## config.mk

```make
export PLATFORM = sky130hd
export DESIGN_NAME = amm_burst_mem
export DESIGN_NICKNAME = d
export VERILOG_FILES = /design/src/rtl/amm_bmem_pkg.sv /design/src/rtl/bmem_store.sv /design/src/rtl/bmem_rd_seq.sv /design/src/rtl/bmem_wr_seq.sv /design/src/rtl/amm_burst_mem.sv
export SDC_FILE = /design/constraint.sdc
export NUM_CORES = 2
export LEC_CHECK = 0
export BUFFER_PORTS_ARGS = -buffer_cell sky130_fd_sc_hd__buf_2
export CAP_MARGIN = 20
export CELL_PAD_IN_SITES_DETAIL_PLACEMENT = 0
export CELL_PAD_IN_SITES_GLOBAL_PLACEMENT = 1
export CORE_MARGIN = 2
export CORE_UTILIZATION = 40
export DETAILED_ROUTE_END_ITERATION = 12
export PLACE_DENSITY_LB_ADDON = 0.25
export SYNTH_ARGS = -nofsm -noshare
export SYNTH_HDL_FRONTEND = slang
export SYNTH_HIERARCHICAL = 1
export SYNTH_SLANG_ARGS = --single-unit
```

## constraint.sdc

```tcl
create_clock -name clk -period 8 [get_ports clk]
set_input_delay 0.4 -clock clk [delete_from_list [all_inputs] [get_ports clk]]
set_output_delay 0.4 -clock clk [all_outputs]
set_load 0.01 [all_outputs]
```

## src/rtl/amm_bmem_pkg.sv

```systemverilog
package amm_bmem_pkg;

  // Byte address of beat "beat" of a burst starting at byte address "base".
  function automatic logic [31:0] beat_base(input logic [31:0] base,
                                            input logic [31:0] beat,
                                            input int unsigned bytes);
    return base + beat * bytes;
  endfunction

  // True when the byte address does not fall on a word boundary.
  function automatic logic off_word(input logic [31:0] addr,
                                    input int unsigned bytes);
    return (addr % bytes) != 0;
  endfunction

endpackage

```

## src/rtl/bmem_store.sv

```systemverilog
module bmem_store #(
  parameter int BYTES = 4,
  parameter int DEPTH = 16,
  localparam int SPAN = BYTES * DEPTH,
  localparam int AW   = $clog2(SPAN)
) (
  input  logic                 clk,
  input  logic                 rst_n,
  input  logic                 we,
  input  logic [AW-1:0]        wa,
  input  logic [8*BYTES-1:0]   wdata,
  input  logic [BYTES-1:0]     wbe,
  input  logic [AW-1:0]        ra,
  output logic [8*BYTES-1:0]   rword,
  output logic                 runinit
);
  logic [7:0]      bytes_q [SPAN];
  logic [SPAN-1:0] init_q;
  logic [AW-1:0]   wl [BYTES];
  logic [AW-1:0]   rl [BYTES];
  logic [BYTES-1:0] miss;

  // Each lane addresses its own byte; the AW-bit sum wraps at the top.
  for (genvar g = 0; g < BYTES; g++) begin : g_lane
    assign wl[g] = wa + AW'(g);
    assign rl[g] = ra + AW'(g);
    assign rword[8*g +: 8] = bytes_q[rl[g]];
    assign miss[g] = !init_q[rl[g]];
  end
  assign runinit = |miss;

  always_ff @(posedge clk) begin
    for (int j = 0; j < BYTES; j++)
      if (we && wbe[j]) bytes_q[wl[j]] <= wdata[8*j +: 8];
  end

  always_ff @(posedge clk) begin
    if (!rst_n) init_q <= '0;
    else
      for (int j = 0; j < BYTES; j++)
        if (we && wbe[j]) init_q[wl[j]] <= 1'b1;
  end
endmodule

```

## src/rtl/bmem_rd_seq.sv

```systemverilog
module bmem_rd_seq #(
  parameter int BYTES = 4,
  parameter int AW    = 6,
  parameter int BCW   = 4
) (
  input  logic               clk,
  input  logic               rst_n,
  input  logic               launch,
  input  logic [AW-1:0]      base,
  input  logic [BCW-1:0]     count,
  input  logic [8*BYTES-1:0] mem_word,
  input  logic               mem_uninit,
  output logic [AW-1:0]      fetch_addr,
  output logic [8*BYTES-1:0] rdata,
  output logic               rvalid,
  output logic               runinit,
  output logic               busy
);
  logic [BCW-1:0] left_q;
  logic [AW-1:0]  next_q;
  logic           fetch;

  assign busy       = left_q != '0;
  assign fetch      = launch || busy;
  assign fetch_addr = launch ? base : next_q;

  always_ff @(posedge clk) begin
    if (!rst_n) begin
      left_q  <= '0;
      next_q  <= '0;
      rvalid  <= 1'b0;
      runinit <= 1'b0;
    end else begin
      if (launch) begin
        left_q <= count - BCW'(1);
        next_q <= base + AW'(BYTES);
      end else if (busy) begin
        left_q <= left_q - BCW'(1);
        next_q <= next_q + AW'(BYTES);
      end
      rvalid  <= fetch;
      runinit <= fetch && mem_uninit;
    end
  end

  always_ff @(posedge clk) begin
    if (fetch) rdata <= mem_word;
  end
endmodule

```

## src/rtl/bmem_wr_seq.sv

```systemverilog
module bmem_wr_seq #(
  parameter int BCW = 4
) (
  input  logic           clk,
  input  logic           rst_n,
  input  logic           beat,
  input  logic           store_ok,
  input  logic [BCW-1:0] count,
  output logic [BCW-1:0] idx,
  output logic           last,
  output logic           wresp
);
  assign last = idx == count - BCW'(1);

  always_ff @(posedge clk) begin
    if (!rst_n) begin
      idx   <= '0;
      wresp <= 1'b0;
    end else begin
      if (beat) idx <= last ? '0 : idx + BCW'(1);
      wresp <= beat && last && store_ok;
    end
  end
endmodule

```

## src/rtl/amm_burst_mem.sv

```systemverilog
module amm_burst_mem
  import amm_bmem_pkg::*;
#(
  parameter int DATA_WIDTH      = 32,
  parameter int DEPTH           = 16,
  parameter int ADDR_W          = 8,
  parameter int BCW             = 4,
  parameter bit ALLOW_UNALIGNED = 1'b1
) (
  input  logic                    clk,
  input  logic                    rst_n,
  input  logic [ADDR_W-1:0]       address,
  input  logic [BCW-1:0]          burstcount,
  input  logic                    read,
  input  logic                    write,
  input  logic [DATA_WIDTH-1:0]   writedata,
  input  logic [DATA_WIDTH/8-1:0] byteenable,
  output logic                    waitrequest,
  output logic [DATA_WIDTH-1:0]   readdata,
  output logic                    readdatavalid,
  output logic [1:0]              response,
  output logic                    writeresponsevalid,
  output logic                    rd_uninit,
  output logic                    addr_err
);
  localparam int BYTES = DATA_WIDTH / 8;
  localparam int SPAN  = BYTES * DEPTH;
  localparam int AW    = $clog2(SPAN);
  localparam int OFFW  = $clog2(BYTES);

  // Named internal events
  logic            misal, rd_busy, rmw_q, rmw_start, rd_accept, rd_launch;
  logic            wr_beat, wr_store, wr_last;
  logic [BCW-1:0]  wr_idx;
  logic [AW-1:0]   addr_lo, wr_addr, fetch_addr;
  logic [DATA_WIDTH-1:0] mem_word;
  logic            mem_uninit;

  assign addr_lo   = address[AW-1:0];
  assign misal     = !ALLOW_UNALIGNED && off_word(32'(address), BYTES);
  assign rmw_start = read && write && !rmw_q && !rd_busy;
  assign rd_accept = read && !write && !rd_busy;
  assign rd_launch = (rd_accept || rmw_start) && !misal;
  assign waitrequest = rd_busy || (read && write && !rmw_q);
  assign wr_beat   = write && !waitrequest && (!read || rmw_q);
  assign wr_store  = wr_beat && !misal;
  assign wr_addr   = AW'(beat_base(32'(addr_lo), 32'(wr_idx), BYTES));
  assign response  = 2'b00;

  always_ff @(posedge clk) begin
    if (!rst_n) begin
      rmw_q    <= 1'b0;
      addr_err <= 1'b0;
    end else begin
      if (rmw_start)               rmw_q <= 1'b1;
      else if (wr_beat && wr_last) rmw_q <= 1'b0;
      addr_err <= misal && (rd_accept || rmw_start || wr_beat);
    end
  end

  bmem_store #(.BYTES(BYTES), .DEPTH(DEPTH)) u_store (
    .clk(clk), .rst_n(rst_n), .we(wr_store), .wa(wr_addr),
    .wdata(writedata), .wbe(byteenable), .ra(fetch_addr),
    .rword(mem_word), .runinit(mem_uninit));

  bmem_rd_seq #(.BYTES(BYTES), .AW(AW), .BCW(BCW)) u_rd (
    .clk(clk), .rst_n(rst_n), .launch(rd_launch), .base(addr_lo),
    .count(burstcount), .mem_word(mem_word), .mem_uninit(mem_uninit),
    .fetch_addr(fetch_addr), .rdata(readdata), .rvalid(readdatavalid),
    .runinit(rd_uninit), .busy(rd_busy));

  bmem_wr_seq #(.BCW(BCW)) u_wr (
    .clk(clk), .rst_n(rst_n), .beat(wr_beat), .store_ok(!misal),
    .count(burstcount), .idx(wr_idx), .last(wr_last),
    .wresp(writeresponsevalid));
endmodule

```

==> results.cfg <==
[layout]
syn2layout_area_growth_pct = 8.670
fin_util_pct = 43.86
num-nets-final = 4608
design_area_um2 = 59490
drive_gt1_share_pct = 27.61
fin_cells = 6401

[sta]
maxSlewHeadroom_pct = 10.16
fin_crit_sh_pct = 79.54
rsz0062_at_grt = no
hold_slack_ns = 0.1121
fin_worst_skew_ns = 0.03266
fin_crit_ns = 6.363
setup_viol = 0
setup_ws_ns = 1.637
tns_ns = 0
finalHoldViolCount = 0
slew_violations = 0
worst_pin_slew_ns = 1.344
fmax_ghz = 0.1572

[drt]
drc_errors = 0
ant_nets = 0
wire_per_inst_um = 40.88
wirelength_um = 261700
vias = 47950
viasPerCell = 7.492
dr.pass1.iters = 7
first_iter_violations = 8056

[yosys]
synth_top_family_by_area = multiplexers
yosysUniqueCellTypes = 82
synth_top_area_share_pct = 29.84
ys_seq_area_share_pct = 32.84
synthTopCellsByCount = mux4_2, edfxtp_1, mux2i_1
ys_ff_latch = 626
synth_compound_area_share_pct = 13.28
async_flop_share_pct = 0
synthTopCellsByArea = edfxtp_1, mux4_2, mux2i_1, a21oi_1, nand2_1
synth_top_cell_by_area = edfxtp_1
yosysWarnings = 6
synth_edf_count = 544
synthFlopType = edfxtp_1
synth_most_common_cell = mux4_2
synth.avg_cell_area_um2 = 11.48
synthCells = 4770
synth_mux_area_share_pct = 40.12
synthAdderAreaFrac_pct = 0.3337
syn_area_um2 = 54740
synth_xor_area_share_pct = 0.5554
synth_simple_gate_area_share_pct = 8.311

[clock_network]
post_cts_resized = 0
post_cts_buffers = 0
h-tree-depth = 3
insertion_delay_ns = 0.71
cts_hold_buf = 0
clkSinkCount = 626
path_clk_slew_ns = 0.06
numCtsBuffers = 80
clock_path_buffers = 3
root_buffer = clkbuf_16
cts_tree = done

[setup_path]
crit_family = compound AO/OA/AOI/OAI gates
path_cells = or4_4 > a211oi_2 > mux2_8 > buf_4 > buf_4 > mux4_2 > mux2i_1 > o21ai_0 > o22ai_1 > a21oi_1
critical_path_class = reg -> reg
crit_path_max_fanout = 85
cp-end-kind = flop
crit_slowest_cell = o21ai_0
slowest_delay_ns = 0.88
start_kind = flop
worstPathRequired_ns = 8.42
cp_common_cell = buf_4
path_buf_inv = 2
worstPathArrival_ns = 6.78

[power_and_ir_drop]
power.density_nw_per_um2 = 308.0
total_power_mw = 18.32
leakagePower_nw = 18.10
irDropWorstVdd_uv = 454.6

[global_routing]
grt_usage_pct = 36.52
grt_pass1_wl_um = 359300
antenna_found_initial = 33
overflow = 0
grt_pass1_vias = 44200
grt_max_degree = 137

[die]
die_h_um = 373.9
pin_count = 91
std_cell_rows = 135
start_util_pct = 40.36
die_w_um = 373.9
core_um2 = 135600
dieArea_um2 = 139800

[placed_design]
routabilityCongestion = 1.060
io_buffers = 85
dp.cells = 6233
post_dp_cell_area_um2 = 56760
dp_hpwl_um = 176600
dp_worst_setup_slack_ns = 1.753

[status]
status = completed

[hold_path]
worst_hold_path_type = in -> reg

[run]
drv_cap = 0
logic make-up after synthesis:
family                   after synthesis
buffers and inverters                592
multiplexers                        1296
AO/OA/AOI/OAI                       1200
other                                  2
adder cells (fa/ha/maj)               14
XOR/XNOR                              33
AND/OR/NAND/NOR                     1007
flip-flops                           626
where the power goes:
part	switching (mW)	internal, mW
registers	0.0769	3.81
clock network	1.60	2.15
logic	6.36	4.32
worst reg2reg max path, cell delays in order (launching register included):
cell	delay, ns
dfxtp_1	0.31
or4_4	0.55
a211oi_2	0.79
mux2_8	0.86
buf_4	0.83
buf_4	0.74
mux4_2	0.38
mux2i_1	0.07
o21ai_0	0.88
o22ai_1	0.24
a21oi_1	0.47
registers in the layout (all words and copies together), names as in the netlist, 4 cells and up:
name / cells
u_store/init_q: 64
u_wr/idx: 4
u_rd/rdata: 32
u_rd/next_q: 6
u_store/bytes_q: 512
u_rd/left_q: 4
per-layer routing:
metal,up-vias,global-route usage (%),part of all wire [%]
li1,18650,-,-
met1,23990,45.49,35
met2,4330,52.66,42
met3,945,16.47,16
met4,38,19.84,7.0
met5,-,1.029,0.20
final cells by class:
class	instances	area (µm²)
antenna	17	42.54
clock buffer	109	2276
clock inverter	34	325.3
fill	12400	76150
inverter	19	71.32
multi-input combinational	3554	34630
sequential	626	17980
tap	1781	2228
timing repair buffer	261	1939
cells in the final DEF (no fill, tap or decap), types with 54 or more instances in the layout:
master / count
mux4_2: 713
edfxtp_1: 544
mux2i_1: 528
nand2_1: 441
a21oi_1: 381
nor2_1: 279
o22ai_1: 253
o21ai_0: 228
buf_4: 196
clkbuf_16: 84
dfxtp_1: 82
nand3_1: 72
o21a_1: 68
a21o_1: 60
buf_2: 54
o21ai_1: 54
path summary, 6_finish.rpt:
kind | slack [ns] | start | cells past startpoint | end
worst max-delay path | 1.64 | u_rd/left_q[0] | 10 | u_rd/rdata[2]
worst max register to register | 1.64 | u_rd/left_q[0] | 10 | u_rd/rdata[2]
worst min-delay path | 0.11 | write | 4 | rmw_q
worst min register to register | 0.52 | u_store/init_q[42] | 1 | u_store/init_q[42]
Note: power is estimated with default switching activity, not from simulation.
